--- src/rtl/spc_pkg.sv ---
package spc_pkg;

    localparam int BYTE_W = 8;
    localparam int ADDR_W = 3;

    localparam logic [ADDR_W-1:0] OFS_DATA  = 3'd0;
    localparam logic [ADDR_W-1:0] OFS_CTRL  = 3'd1;
    localparam logic [ADDR_W-1:0] OFS_MODE  = 3'd2;
    localparam logic [ADDR_W-1:0] OFS_PHASE = 3'd3;
    localparam logic [ADDR_W-1:0] OFS_STAT  = 3'd4;
    localparam logic [ADDR_W-1:0] OFS_BUSST = 3'd5;
    localparam logic [ADDR_W-1:0] OFS_LATCH = 3'd6;
    localparam logic [ADDR_W-1:0] OFS_CLEAR = 3'd7;

    // synchronized view of every bus input
    typedef struct packed {
        logic              rst;
        logic              bsy;
        logic              req;
        logic              msg;
        logic              cd;
        logic              io;
        logic              sel;
        logic              dbp;
        logic              atn;
        logic              ack;
        logic [BYTE_W-1:0] data;
    } bus_in_t;

    localparam int BUS_IN_W = $bits(bus_in_t);

    // mode register, field order is the bit order
    typedef struct packed {
        logic blk;
        logic tgt;
        logic par_chk;
        logic par_irq;
        logic eop_irq;
        logic mon_bsy;
        logic dma;
        logic arb;
    } mode_t;

    typedef struct packed {
        logic rst;
        logic ack;
        logic bsy;
        logic sel;
        logic atn;
        logic data;
    } ctrl_t;

    typedef struct packed {
        logic req;
        logic msg;
        logic cd;
        logic io;
    } phase_t;

    // bus status byte, field order is the bit order
    typedef struct packed {
        logic end_dma;
        logic drq;
        logic par_err;
        logic irq;
        logic phase_ok;
        logic bsy_err;
        logic atn;
        logic ack;
    } busst_t;

    function automatic logic odd_par_ok(logic [BYTE_W-1:0] d, logic p);
        return ^{d, p};
    endfunction

    function automatic logic [BYTE_W-1:0] status_byte(bus_in_t b);
        return {b.rst, b.bsy, b.req, b.msg, b.cd, b.io, b.sel, b.dbp};
    endfunction

endpackage

--- src/rtl/spc_sync.sv ---
module spc_sync #(
    parameter int W      = 1,
    parameter int STAGES = 2
) (
    input  logic         clk,
    input  logic         rst,
    input  logic [W-1:0] d,
    output logic [W-1:0] q
);
    logic [W-1:0] stg [STAGES];

    always_ff @(posedge clk) begin
        if (rst) begin
            for (int i = 0; i < STAGES; i++) stg[i] <= '0;
        end else begin
            stg[0] <= d;
            for (int i = 1; i < STAGES; i++) stg[i] <= stg[i-1];
        end
    end

    assign q = stg[STAGES-1];
endmodule

--- src/rtl/spc_regs.sv ---
module spc_regs
    import spc_pkg::*;
(
    input  logic              clk,
    input  logic              rst,
    input  logic [ADDR_W-1:0] addr,
    input  logic              wr,
    input  logic              rd,
    input  logic [BYTE_W-1:0] wdata,
    input  logic [BYTE_W-1:0] cur_data,
    input  logic [BYTE_W-1:0] status,
    input  busst_t            busst,
    input  logic [BYTE_W-1:0] in_latch,
    output logic [BYTE_W-1:0] rdata,
    output logic [BYTE_W-1:0] odr,
    output ctrl_t             ctrl,
    output mode_t             mode,
    output phase_t            phase,
    output logic [BYTE_W-1:0] sel_mask,
    output logic              start_send,
    output logic              start_trecv,
    output logic              start_irecv,
    output logic              wr_send_hit,
    output logic              wr_recv_hit,
    output logic              wr_odr_hit,
    output logic              rd_latch_hit,
    output logic              rd_clear_hit
);
    logic [7:0] wr_hit;

    always_comb begin
        wr_hit = '0;
        if (wr) wr_hit[addr] = 1'b1;
    end

    assign wr_send_hit  = wr_hit[OFS_BUSST];
    assign wr_recv_hit  = wr_hit[OFS_LATCH] | wr_hit[OFS_CLEAR];
    assign wr_odr_hit   = wr_hit[OFS_DATA];
    assign rd_latch_hit = rd && (addr == OFS_LATCH);
    assign rd_clear_hit = rd && (addr == OFS_CLEAR);

    always_ff @(posedge clk) begin
        if (rst) begin
            odr         <= '0;
            ctrl        <= '0;
            mode        <= '0;
            phase       <= '0;
            sel_mask    <= '0;
            start_send  <= 1'b0;
            start_trecv <= 1'b0;
            start_irecv <= 1'b0;
        end else begin
            start_send  <= wr_hit[OFS_BUSST];
            start_trecv <= wr_hit[OFS_LATCH];
            start_irecv <= wr_hit[OFS_CLEAR];
            if (wr_hit[OFS_DATA])  odr <= wdata;
            if (wr_hit[OFS_CTRL]) begin
                ctrl.rst  <= wdata[7];
                ctrl.ack  <= wdata[4];
                ctrl.bsy  <= wdata[3];
                ctrl.sel  <= wdata[2];
                ctrl.atn  <= wdata[1];
                ctrl.data <= wdata[0];
            end
            if (wr_hit[OFS_MODE])  mode  <= mode_t'(wdata);
            if (wr_hit[OFS_PHASE]) phase <= phase_t'(wdata[3:0]);
            if (wr_hit[OFS_STAT])  sel_mask <= wdata;
        end
    end

    always_comb begin
        case (addr)
            OFS_DATA:  rdata = cur_data;
            OFS_CTRL:  rdata = {ctrl.rst, 2'b00, ctrl.ack, ctrl.bsy,
                                ctrl.sel, ctrl.atn, ctrl.data};
            OFS_MODE:  rdata = mode;
            OFS_PHASE: rdata = {4'b0000, phase};
            OFS_STAT:  rdata = status;
            OFS_BUSST: rdata = busst;
            OFS_LATCH: rdata = in_latch;
            default:   rdata = '0;
        endcase
    end

    a_r8_one_strobe: assert property (@(posedge clk) disable iff (rst)
        $onehot0({start_send, start_trecv, start_irecv}));

    a_r8_strobe_single: assert property (@(posedge clk) disable iff (rst)
        (start_send && !wr_send_hit) |=> !start_send);
endmodule

--- src/rtl/spc_events.sv ---
module spc_events
    import spc_pkg::*;
(
    input  logic              clk,
    input  logic              rst,
    input  bus_in_t           bus,
    input  mode_t             mode,
    input  logic              assert_data,
    input  logic [2:0]        exp_phase,
    input  logic [BYTE_W-1:0] sel_mask,
    input  logic              wr_send_hit,
    input  logic              wr_recv_hit,
    input  logic              wr_odr_hit,
    input  logic              rd_latch_hit,
    input  logic              rd_clear_hit,
    output logic              irq,
    output logic              drq,
    output logic              data_oe,
    output logic [BYTE_W-1:0] in_latch,
    output logic [BYTE_W-1:0] status,
    output busst_t            busst
);
    logic bsy_q, req_q, ack_q, sel_cond_q, mm_q;
    logic par_err, bsy_err, end_dma, dma_active, drq_byte;

    logic pm, hs_fall, take, par_ev, bsy_ev, sel_cond, sel_ev;
    logic mm_cond, mm_ev, eop_ev, irq_set, start;

    assign pm       = ({bus.msg, bus.cd, bus.io} == exp_phase);
    assign data_oe  = mode.arb | (assert_data & pm);
    assign hs_fall  = mode.tgt ? (ack_q & ~bus.ack) : (req_q & ~bus.req);
    assign take     = mode.dma & hs_fall;
    assign par_ev   = take & mode.par_chk & ~odd_par_ok(bus.data, bus.dbp);
    assign bsy_ev   = mode.mon_bsy & bsy_q & ~bus.bsy;
    assign sel_cond = ~bus.bsy & bus.sel & (|(bus.data & sel_mask));
    assign sel_ev   = sel_cond & ~sel_cond_q;
    assign mm_cond  = mode.dma & ~pm;
    assign mm_ev    = mm_cond & ~mm_q;
    assign eop_ev   = mm_ev & dma_active;
    assign start    = wr_send_hit | wr_recv_hit;
    assign irq_set  = sel_ev | mm_ev | bsy_ev | (par_ev & mode.par_irq)
                    | (eop_ev & mode.eop_irq);

    always_ff @(posedge clk) begin
        if (rst) begin
            bsy_q      <= 1'b0;
            req_q      <= 1'b0;
            ack_q      <= 1'b0;
            sel_cond_q <= 1'b0;
            mm_q       <= 1'b0;
        end else begin
            bsy_q      <= bus.bsy;
            req_q      <= bus.req;
            ack_q      <= bus.ack;
            sel_cond_q <= sel_cond;
            mm_q       <= mm_cond;
        end
    end

    always_ff @(posedge clk) begin
        if (rst) begin
            irq      <= 1'b0;
            par_err  <= 1'b0;
            bsy_err  <= 1'b0;
            end_dma  <= 1'b0;
            in_latch <= '0;
        end else begin
            if (irq_set)           irq <= 1'b1;
            else if (rd_clear_hit) irq <= 1'b0;
            if (par_ev)            par_err <= 1'b1;
            else if (rd_clear_hit) par_err <= 1'b0;
            if (bsy_ev)            bsy_err <= 1'b1;
            else if (rd_clear_hit) bsy_err <= 1'b0;
            if (eop_ev)                     end_dma <= 1'b1;
            else if (rd_clear_hit || start) end_dma <= 1'b0;
            if (take) in_latch <= bus.data;
        end
    end

    always_ff @(posedge clk) begin
        if (rst) begin
            dma_active <= 1'b0;
            drq_byte   <= 1'b0;
        end else begin
            if (!mode.dma)  dma_active <= 1'b0;
            else if (mm_ev) dma_active <= 1'b0;
            else if (start) dma_active <= 1'b1;

            if (wr_send_hit)                    drq_byte <= 1'b1;
            else if (wr_recv_hit)               drq_byte <= 1'b0;
            else if (hs_fall && dma_active)     drq_byte <= 1'b1;
            else if (rd_latch_hit || wr_odr_hit) drq_byte <= 1'b0;
        end
    end

    assign drq    = dma_active & (mode.blk | drq_byte);
    assign status = status_byte(bus);
    assign busst  = '{end_dma: end_dma, drq: drq, par_err: par_err, irq: irq,
                      phase_ok: pm, bsy_err: bsy_err, atn: bus.atn, ack: bus.ack};

    a_r13_mismatch_drops_drq: assert property (@(posedge clk) disable iff (rst)
        mm_ev |=> !drq);

    a_r11_clear_drops_irq: assert property (@(posedge clk) disable iff (rst)
        (rd_clear_hit && !irq_set) |=> !irq);

    a_r10_parity_flag: assert property (@(posedge clk) disable iff (rst)
        par_ev |=> busst.par_err);

    a_r12_busy_flag: assert property (@(posedge clk) disable iff (rst)
        bsy_ev |=> (busst.bsy_err && irq));

    a_r11_irq_has_cause: assert property (@(posedge clk) disable iff (rst)
        $rose(irq) |-> $past(irq_set));
endmodule

--- src/rtl/scsi_phase_ctrl.sv ---
module scsi_phase_ctrl
    import spc_pkg::*;
#(
    parameter int SYNC_STAGES = 2
) (
    input  logic              clk,
    input  logic              rst,
    input  logic [ADDR_W-1:0] hst_addr,
    input  logic              hst_wr,
    input  logic              hst_rd,
    input  logic [BYTE_W-1:0] hst_wdata,
    output logic [BYTE_W-1:0] hst_rdata,
    output logic              irq,
    output logic              drq,
    output logic              dma_send_start,
    output logic              dma_trecv_start,
    output logic              dma_irecv_start,
    input  logic [BYTE_W-1:0] bus_data_in,
    input  logic              bus_dbp_in,
    input  logic              bus_rst_in,
    input  logic              bus_bsy_in,
    input  logic              bus_req_in,
    input  logic              bus_ack_in,
    input  logic              bus_atn_in,
    input  logic              bus_sel_in,
    input  logic              bus_msg_in,
    input  logic              bus_cd_in,
    input  logic              bus_io_in,
    output logic [BYTE_W-1:0] bus_data_out,
    output logic              bus_data_oe,
    output logic              bus_rst_out,
    output logic              bus_bsy_out,
    output logic              bus_sel_out,
    output logic              bus_atn_out,
    output logic              bus_ack_out,
    output logic              bus_req_out,
    output logic              bus_msg_out,
    output logic              bus_cd_out,
    output logic              bus_io_out
);
    bus_in_t           raw, bus_s;
    busst_t            busst;
    ctrl_t             ctrl;
    mode_t             mode;
    phase_t            phase;
    logic [BYTE_W-1:0] odr, sel_mask, in_latch, status;
    logic wr_send_hit, wr_recv_hit, wr_odr_hit, rd_latch_hit, rd_clear_hit;

    assign raw = '{rst: bus_rst_in, bsy: bus_bsy_in, req: bus_req_in,
                   msg: bus_msg_in, cd: bus_cd_in, io: bus_io_in,
                   sel: bus_sel_in, dbp: bus_dbp_in, atn: bus_atn_in,
                   ack: bus_ack_in, data: bus_data_in};

    spc_sync #(.W(BUS_IN_W), .STAGES(SYNC_STAGES)) u_sync (
        .clk(clk), .rst(rst), .d(raw), .q(bus_s)
    );

    spc_regs u_regs (
        .clk(clk), .rst(rst), .addr(hst_addr), .wr(hst_wr), .rd(hst_rd),
        .wdata(hst_wdata), .cur_data(bus_s.data), .status(status),
        .busst(busst), .in_latch(in_latch), .rdata(hst_rdata), .odr(odr),
        .ctrl(ctrl), .mode(mode), .phase(phase), .sel_mask(sel_mask),
        .start_send(dma_send_start), .start_trecv(dma_trecv_start),
        .start_irecv(dma_irecv_start), .wr_send_hit(wr_send_hit),
        .wr_recv_hit(wr_recv_hit), .wr_odr_hit(wr_odr_hit),
        .rd_latch_hit(rd_latch_hit), .rd_clear_hit(rd_clear_hit)
    );

    spc_events u_events (
        .clk(clk), .rst(rst), .bus(bus_s), .mode(mode),
        .assert_data(ctrl.data), .exp_phase({phase.msg, phase.cd, phase.io}),
        .sel_mask(sel_mask), .wr_send_hit(wr_send_hit),
        .wr_recv_hit(wr_recv_hit), .wr_odr_hit(wr_odr_hit),
        .rd_latch_hit(rd_latch_hit), .rd_clear_hit(rd_clear_hit),
        .irq(irq), .drq(drq), .data_oe(bus_data_oe), .in_latch(in_latch),
        .status(status), .busst(busst)
    );

    assign bus_data_out = odr;
    assign bus_rst_out  = ctrl.rst;
    assign bus_bsy_out  = ctrl.bsy;
    assign bus_sel_out  = ctrl.sel;
    assign bus_atn_out  = ctrl.atn;
    assign bus_ack_out  = ctrl.ack & ~mode.tgt;
    assign bus_req_out  = phase.req & mode.tgt;
    assign bus_msg_out  = phase.msg & mode.tgt;
    assign bus_cd_out   = phase.cd  & mode.tgt;
    assign bus_io_out   = phase.io  & mode.tgt;

    a_r6_target_lines_quiet: assert property (@(posedge clk) disable iff (rst)
        !mode.tgt |-> !(bus_req_out || bus_msg_out || bus_cd_out || bus_io_out));
endmodule

--- config.mk ---
export PLATFORM = sky130hd
export DESIGN_NAME = scsi_phase_ctrl
export DESIGN_NICKNAME = d
export VERILOG_FILES = /design/src/rtl/spc_pkg.sv /design/src/rtl/spc_sync.sv /design/src/rtl/spc_regs.sv /design/src/rtl/spc_events.sv /design/src/rtl/scsi_phase_ctrl.sv
export SDC_FILE = /design/constraint.sdc
export NUM_CORES = 1
export LEC_CHECK = 0
export CORE_MARGIN = 5
export CORE_UTILIZATION = 28
export DETAILED_ROUTE_END_ITERATION = 8
export PLACE_DENSITY = 0.53
export RECOVER_POWER = 100
export SETUP_SLACK_MARGIN = 0.02
export SKIP_LAST_GASP = 1
export SYNTH_ARGS = -nofsm -noshare
export SYNTH_HDL_FRONTEND = slang
export SYNTH_SLANG_ARGS = --single-unit
--- constraint.sdc ---
create_clock -name clk -period 1.3 [get_ports clk]
set_input_delay 0.13 -clock clk [delete_from_list [all_inputs] [get_ports clk]]
set_output_delay 0.13 -clock clk [all_outputs]
set_load 0.005 [all_outputs]
# == After elaboration in Yosys (flattened, before gate mapping) ==
# Memory sizes are Yosys's and may differ from the RTL's.
# Cells that the tools add are included.
# op_classes
order_cmp,2
reduce_logical,15
eq_ne,8
n_bitwise,42
muxes,20
# op_table
cell,n
case mux 8 bit (7 select lines),1
two-way mux 18 bit,2
AND 1 bit,22
two-way mux 1 bit,15
equality test 3 bit (second input constant),4
bitwise OR 1 bit,10
inverter 1 bit,9
XOR reduction 9 bit,1
AND 8 bit,1
two-way mux 8 bit,1
nonzero test 2 bit,4
OR reduction 8 bit,1
equality test 3 x 2 -> 1 bit (second input constant),2
logical AND 1 bit,4
less-than comparator 3 x 4 -> 1 bit (second input constant),1
nonzero test 4 bit,1
demux 1 bit (select 3 bit),1
equality test 3 x 1 -> 1 bit (second input constant),1
equality test 3 bit,1
>= comparator 3 x 1 -> 1 bit (second input constant),1
zero test 3 bit,1
OR reduction 3 bit,1
logical OR 1 bit,2
# word_totals
regBits,56
n_memories,1
input_bits,33
wordCells,123
out_inout_bits,31
ram_bits,36
# mem_list
name,words,width,rd,rd_clocked_by_memory_dff,wr,line_no,text
u_sync.stg,2,18,2,0,2,spc_sync.sv:10,logic [W-1:0] stg [STAGES];

# == Logic depth before layout (Yosys ltp) ==
# logic_depth
ltp_word,10
mapped_depth,6

# == By module ==
# From an unflattened synthesis, not the netlist that was laid out.
# hier_totals
cells_unflattened,404
hier_area_um2,4076.4
# modules_own_cells
module,cells_per_inst,seq_area_each_um2,area_each_um2,n_inst
spc_regs,198,740.7,1845.5,1
spc_sync,93,720.7,1129.8,1
spc_events,108,380.4,1069.8,1
scsi_phase_ctrl,5,0.0,31.3,1

# == Worst setup path after synthesis ==
# OpenSTA, ideal clock, no wires.
# synth_timing
path_kind,register -> register
startpoint,reg u_events.req_q
endpoint,reg u_events.irq
setup_ps,88
slack_ps,-122
t_arrival_ps,1334
path_stages_with_launch,6
period_less_slack_ps,1422
required_time_ps,1212
path_cell_list,dfxtp_1 -> nor4bb_1 -> a41oi_1 -> buf_6 -> or3b_4 -> o32ai_2
# synth_via
elab_chain_cells,9
elab_cells_between_ends,10
classes_between,mux: 2; bitwise: 7; reduce/logical: 1
# synth_lines
element,line_no,text
start: declaration,spc_events.sv:23,"logic bsy_q, req_q, ack_q, sel_cond_q, mm_q;"
start signal: assignment,spc_events.sv:53,req_q <= bus.req;
AND 1 bit *,spc_events.sv:31,assign hs_fall = mode.tgt ? (ack_q & ~bus.ack) : (req_q & ~bus.req);
two-way mux 1 bit *,spc_events.sv:31,
AND 1 bit *,spc_events.sv:32,assign take = mode.dma & hs_fall;
AND 1 bit * (2 in series),spc_events.sv:33,"assign par_ev = take & mode.par_chk & ~odd_par_ok(bus.data, bus.dbp);"
AND 1 bit *,spc_events.sv:41,assign irq_set = sel_ev | mm_ev | bsy_ev | (par_ev & mode.par_irq)
bitwise OR 1 bit *,spc_events.sv:41,
bitwise OR 1 bit *,spc_events.sv:42,| (eop_ev & mode.eop_irq);
two-way mux 1 bit / nonzero test 2 bit (equally long branches),-,
end signal: assignment,spc_events.sv:62,irq <= 1'b0;
end signal: assignment,spc_events.sv:68,if (irq_set) irq <= 1'b1;
end signal: assignment,spc_events.sv:69,else if (rd_clear_hit) irq <= 1'b0;
end: declaration,spc_events.sv:16,"output logic irq,"
# Mark *: on every way between the ends. The rest lies on a longest branch, timed or not.
# A chain may end at the register's enable or synchronous reset.

# == Worst setup path in the final report ==
# layout_timing
startpoint,"reg, netlist name u_regs.ctrl[0]"
endpoint,out hst_rdata[0]
# layout_via
elab_chain_cells,1
# layout_lines
element,line_no,text
case mux 8 bit (7 select lines),spc_regs.sv:72,case (addr)
end: declaration,scsi_phase_ctrl.sv:12,"output logic [BYTE_W-1:0] hst_rdata,"
# Every way passes these cells.

==> results by group <==
Die
  • Die Y: around 120 um
  • Die width: ~120 um
  • Die ar.: roughly 15000 um^2
  • Top Ports: 64
  • # rows: 41
  • Core Box Area: approximately 13000 um^2
  • Initial core utilization: 28.8%

Power
  • Net Sw Frac: 23.1%
  • Power share of the clock group: approximately two fifths
  • Power Dens Cells: between 1000 and 1500 nW/um^2
  • Part of the power in registers: between 40% and 50%
  • Sw power: ~1.4 mW
  • Power Internal: ~4.8 mW
  • VDD IR-drop max: between 0.6 and 0.7 mV
  • Total power: 6.19 mW
  • Combinational cell fraction of total power: 11.7%
  • Leakage: ~2.4 nW

Synth
  • Synth cell types: between 40 and 50
  • Seq cells post-synth: ~90
  • Seq/Total Area, Yosys: 50.2%
  • Post-synth EDFFs: 0
  • Mean Syn Cell Area: 9.53 um^2
  • Ys flop type: dfxtp_1
  • Yosys synthesis warning count: 0
  • Synth Cell Area: between 3000 and 4000 um^2
  • Syn_nets: approximately 420
  • Cells after synthesis: between 300 and 400
  • Async SR Flop Fraction: 0%

Critical path
  • Critical R2R Capture: u_events.irq
  • Setup crit start: u_regs.ctrl[0]
  • R2R depth: 5
  • Crit path largest cell delay: 0.44 ns
  • Critical Path AT: around 1.5 ns
  • CP max stage cell: mux4_2
  • Reg2reg start: u_regs.mode[6]
  • Worst Path Required: ~1.2 ns
  • Crit path capture: hst_rdata[0]
  • Critical path fanouts, max: 2
  • Crit Path Category: reg2out
  • Worst setup EP type: output pin
  • Internal reg-to-reg setup slack: -0.26 ns
  • Crit start category: flip-flop
  • Critical Path, Cell by Cell: mux4_2 > mux2_2 > buf_2

Clock tree
  • Cts hold-fix bufs: 0
  • Worst skew pair latency: between 0.3 and 0.4 ns
  • H-tree depth: 3
  • CTS tree: yes
  • Total CTS buffers: 9
  • Clock-pin slew on the worst setup and hold paths: around 0.060 ns
  • Clock root cell: clkbuf_16
  • Clk buf depth: 2
  • # clock sinks: 92

STA
  • Final Setup Violations: 30
  • Final-report hold violation count: 0
  • Final period utilization: 126%
  • Final WS setup: -0.333 ns
  • RSZ-0062 raised after global routing: yes
  • Fmax: 0.612 GHz
  • Pins Over Slew Limit: 0
  • Min cycle time layout: 1.63 ns
  • Slew headroom: 42.3%
  • Final Skew: between 0.009 and 0.01 ns
  • Worst-Margin Slew: around 0.87 ns

Detailed routing
  • DRC viols: 0
  • Final antenna-violating net count: 0
  • Vias/cell: between 4 and 5
  • Vias: about 3200
  • WL/cell: about 16 um
  • 1st-iter DRT viols: ~140
  • Pre-antenna DRT Iters: 5
  • Total Wirelength: roughly 11000 um

Finish
  • Design area: between 5000 and 6000 um^2
  • Sequential cell area: 1870 um^2
  • Multi-input gate area in the final layout: 1960 um^2
  • Fin nets: ~550
  • Post-layout util: between 40% and 50%
  • Ant. Diodes: 0
  • Syn-to-layout area delta: 52.1%
  • Fill count: approximately 1300
  • Layout cells sized above 1: 35.3%

Flow run
  • Max-cap violations: 0

Run status
  • Violated checks: negative setup slack
  • Status: complete, but fails checks

Global routing
  • Gr ovfl total: 0
  • Global-route wire length before repair: 17800 um
  • All-Layer GR Usage: 14.5%
  • Largest net degree at the start of global routing: approximately 80
  • Initial antenna violation count: 0
  • Vias in the first global route: about 3300

Place
  • Buffers on Ports: 63
  • DP HPWL: 7950 um
  • Routability cong.: 0.836
  • Dpl cell area: slightly below 5000 um^2
  • Dpl ws: -0.880 ns

Hold path
  • Worst Hold Class: in2reg
  • Worst Hold Depth: 3
[layer usage]
metal | vias up | track usage (%) | share of wire, %
li1 | 1567 | - | -
met1 | 1528 | 18.9 | 46
met2 | 101 | 23.3 | 47
met3 | 14 | 4.29 | 5.6
met4 | 0 | 4.13 | 1.6
met5 | - | 0 | 0
[repair_timing]
| item | in CTS | in global routing |
|---|---|---|
| buffers inserted | 8 | 2 |
| endpoints found under the setup margin | 79 | 54 |
| resized for setup | 149 | 38 |
| pin swaps | 24 | 27 |
| cloned | 2 | 0 |
[kinds of logic after synthesis]
kind of cell	after synthesis	share of synthesized area, %
compound gates	60	10.8
xor+xnor	10	2.76
buf+inv	26	3.10
flops	92	50.2
mux	39	11.4
simple gates	158	21.7
[worst min-delay path by stage]
stage	end	from	slack, ns
finish	u_events.par_err	rst	0.16
global route	u_events.par_err	rst	0.20
CTS	u_events.irq	rst	0.16
detailed placement	u_sync.stg[0][32]	u_sync.stg[0][14]	0.42
global placement	u_sync.stg[0][33]	u_sync.stg[0][15]	0.42
floorplan	u_sync.stg[0][0]	bus_data_in[0]	0.26
[layout make-up]
cell class | count | area share (%)
clock inverter | 6 | 0.987
clock buffer | 10 | 4.10
inverter | 6 | 0.404
timing repair buffer | 140 | 22.0
multi-input combinational | 267 | 35.1
tap | 172 | 3.86
sequential | 92 | 33.6
[flip-flops by register name (all words and copies together), names as in the netlist, 4 cells and up]
register / flops
u_regs.phase: 4
u_regs.mode: 8
u_regs.ctrl: 6
u_events.in_latch: 8
u_regs.sel_mask: 8
u_regs.odr: 8
u_sync.stg: 36
[metrics by stage]
stage	cells	hold WS [ns]	setup TNS (ns)
final	693	0.165	-3.02
after global routing	693	0.197	-5.31
after CTS	694	0.163	-3.20
after detailed placement	668	0.424	-27.86
after global placement	668	0.420	-26.73
after floorplan	385	0.258	-0.174
[worst max-delay path, delay by kind of cell (launching register included)]
kind,cells,cell delay (ns)
flops,1,0.33
buf+inv,1,0.12
mux,2,0.70
[power groups by stage]
stage                     Clock [mW]  Combinational [mW]  Sequential [mW]
final                           2.52               0.726             2.95
after global placement             0               0.636             3.01
after floorplan                    0               0.287             2.99
after detailed placement           0               0.643             3.01
after global routing            2.72               0.773             2.96
after CTS                       2.59               0.718             2.95
[cells in the final DEF (no fill, tap or decap), drive strengths merged, types with 2 or more instances in the layout]
cell type,synthesis,final
dfxtp,92,92
buf,9,86
nand2,46,46
nor2b,45,45
nor2,39,39
mux2i,35,35
clkdlybuf4s50,0,27
a21oi,26,26
clkbuf,11,18
dlygate4sd2,0,17
xnor2,8,8
nor3,7,7
inv,6,6
nand2b,6,6
clkinv,0,5
a22oi,5,5
a31oi,4,4
o221ai,4,4
and2,4,4
o21ai,4,4
mux4,2,2
mux2,2,2
nand4,2,2
o211ai,2,2
a22o,2,2
nand3b,2,2
a41oi,2,2
nand3,2,2
[synthesized netlist by cell type, drive strengths merged (4+ instances only)]
cell type,number,share of area (%)
a21oi,26,3.5
a22oi,5,1.0
a31oi,4,0.68
and2,4,0.68
buf,9,1.3
clkbuf,11,1.2
dfxtp,92,50
inv,6,0.61
mux2i,35,9.5
nand2,46,4.7
nand2b,6,1.0
nor2,39,4.3
nor2b,45,7.7
nor3,7,1.2
o21ai,4,0.55
o221ai,4,0.95
xnor2,8,1.9
Note: power is estimated with default switching activity, not from simulation.
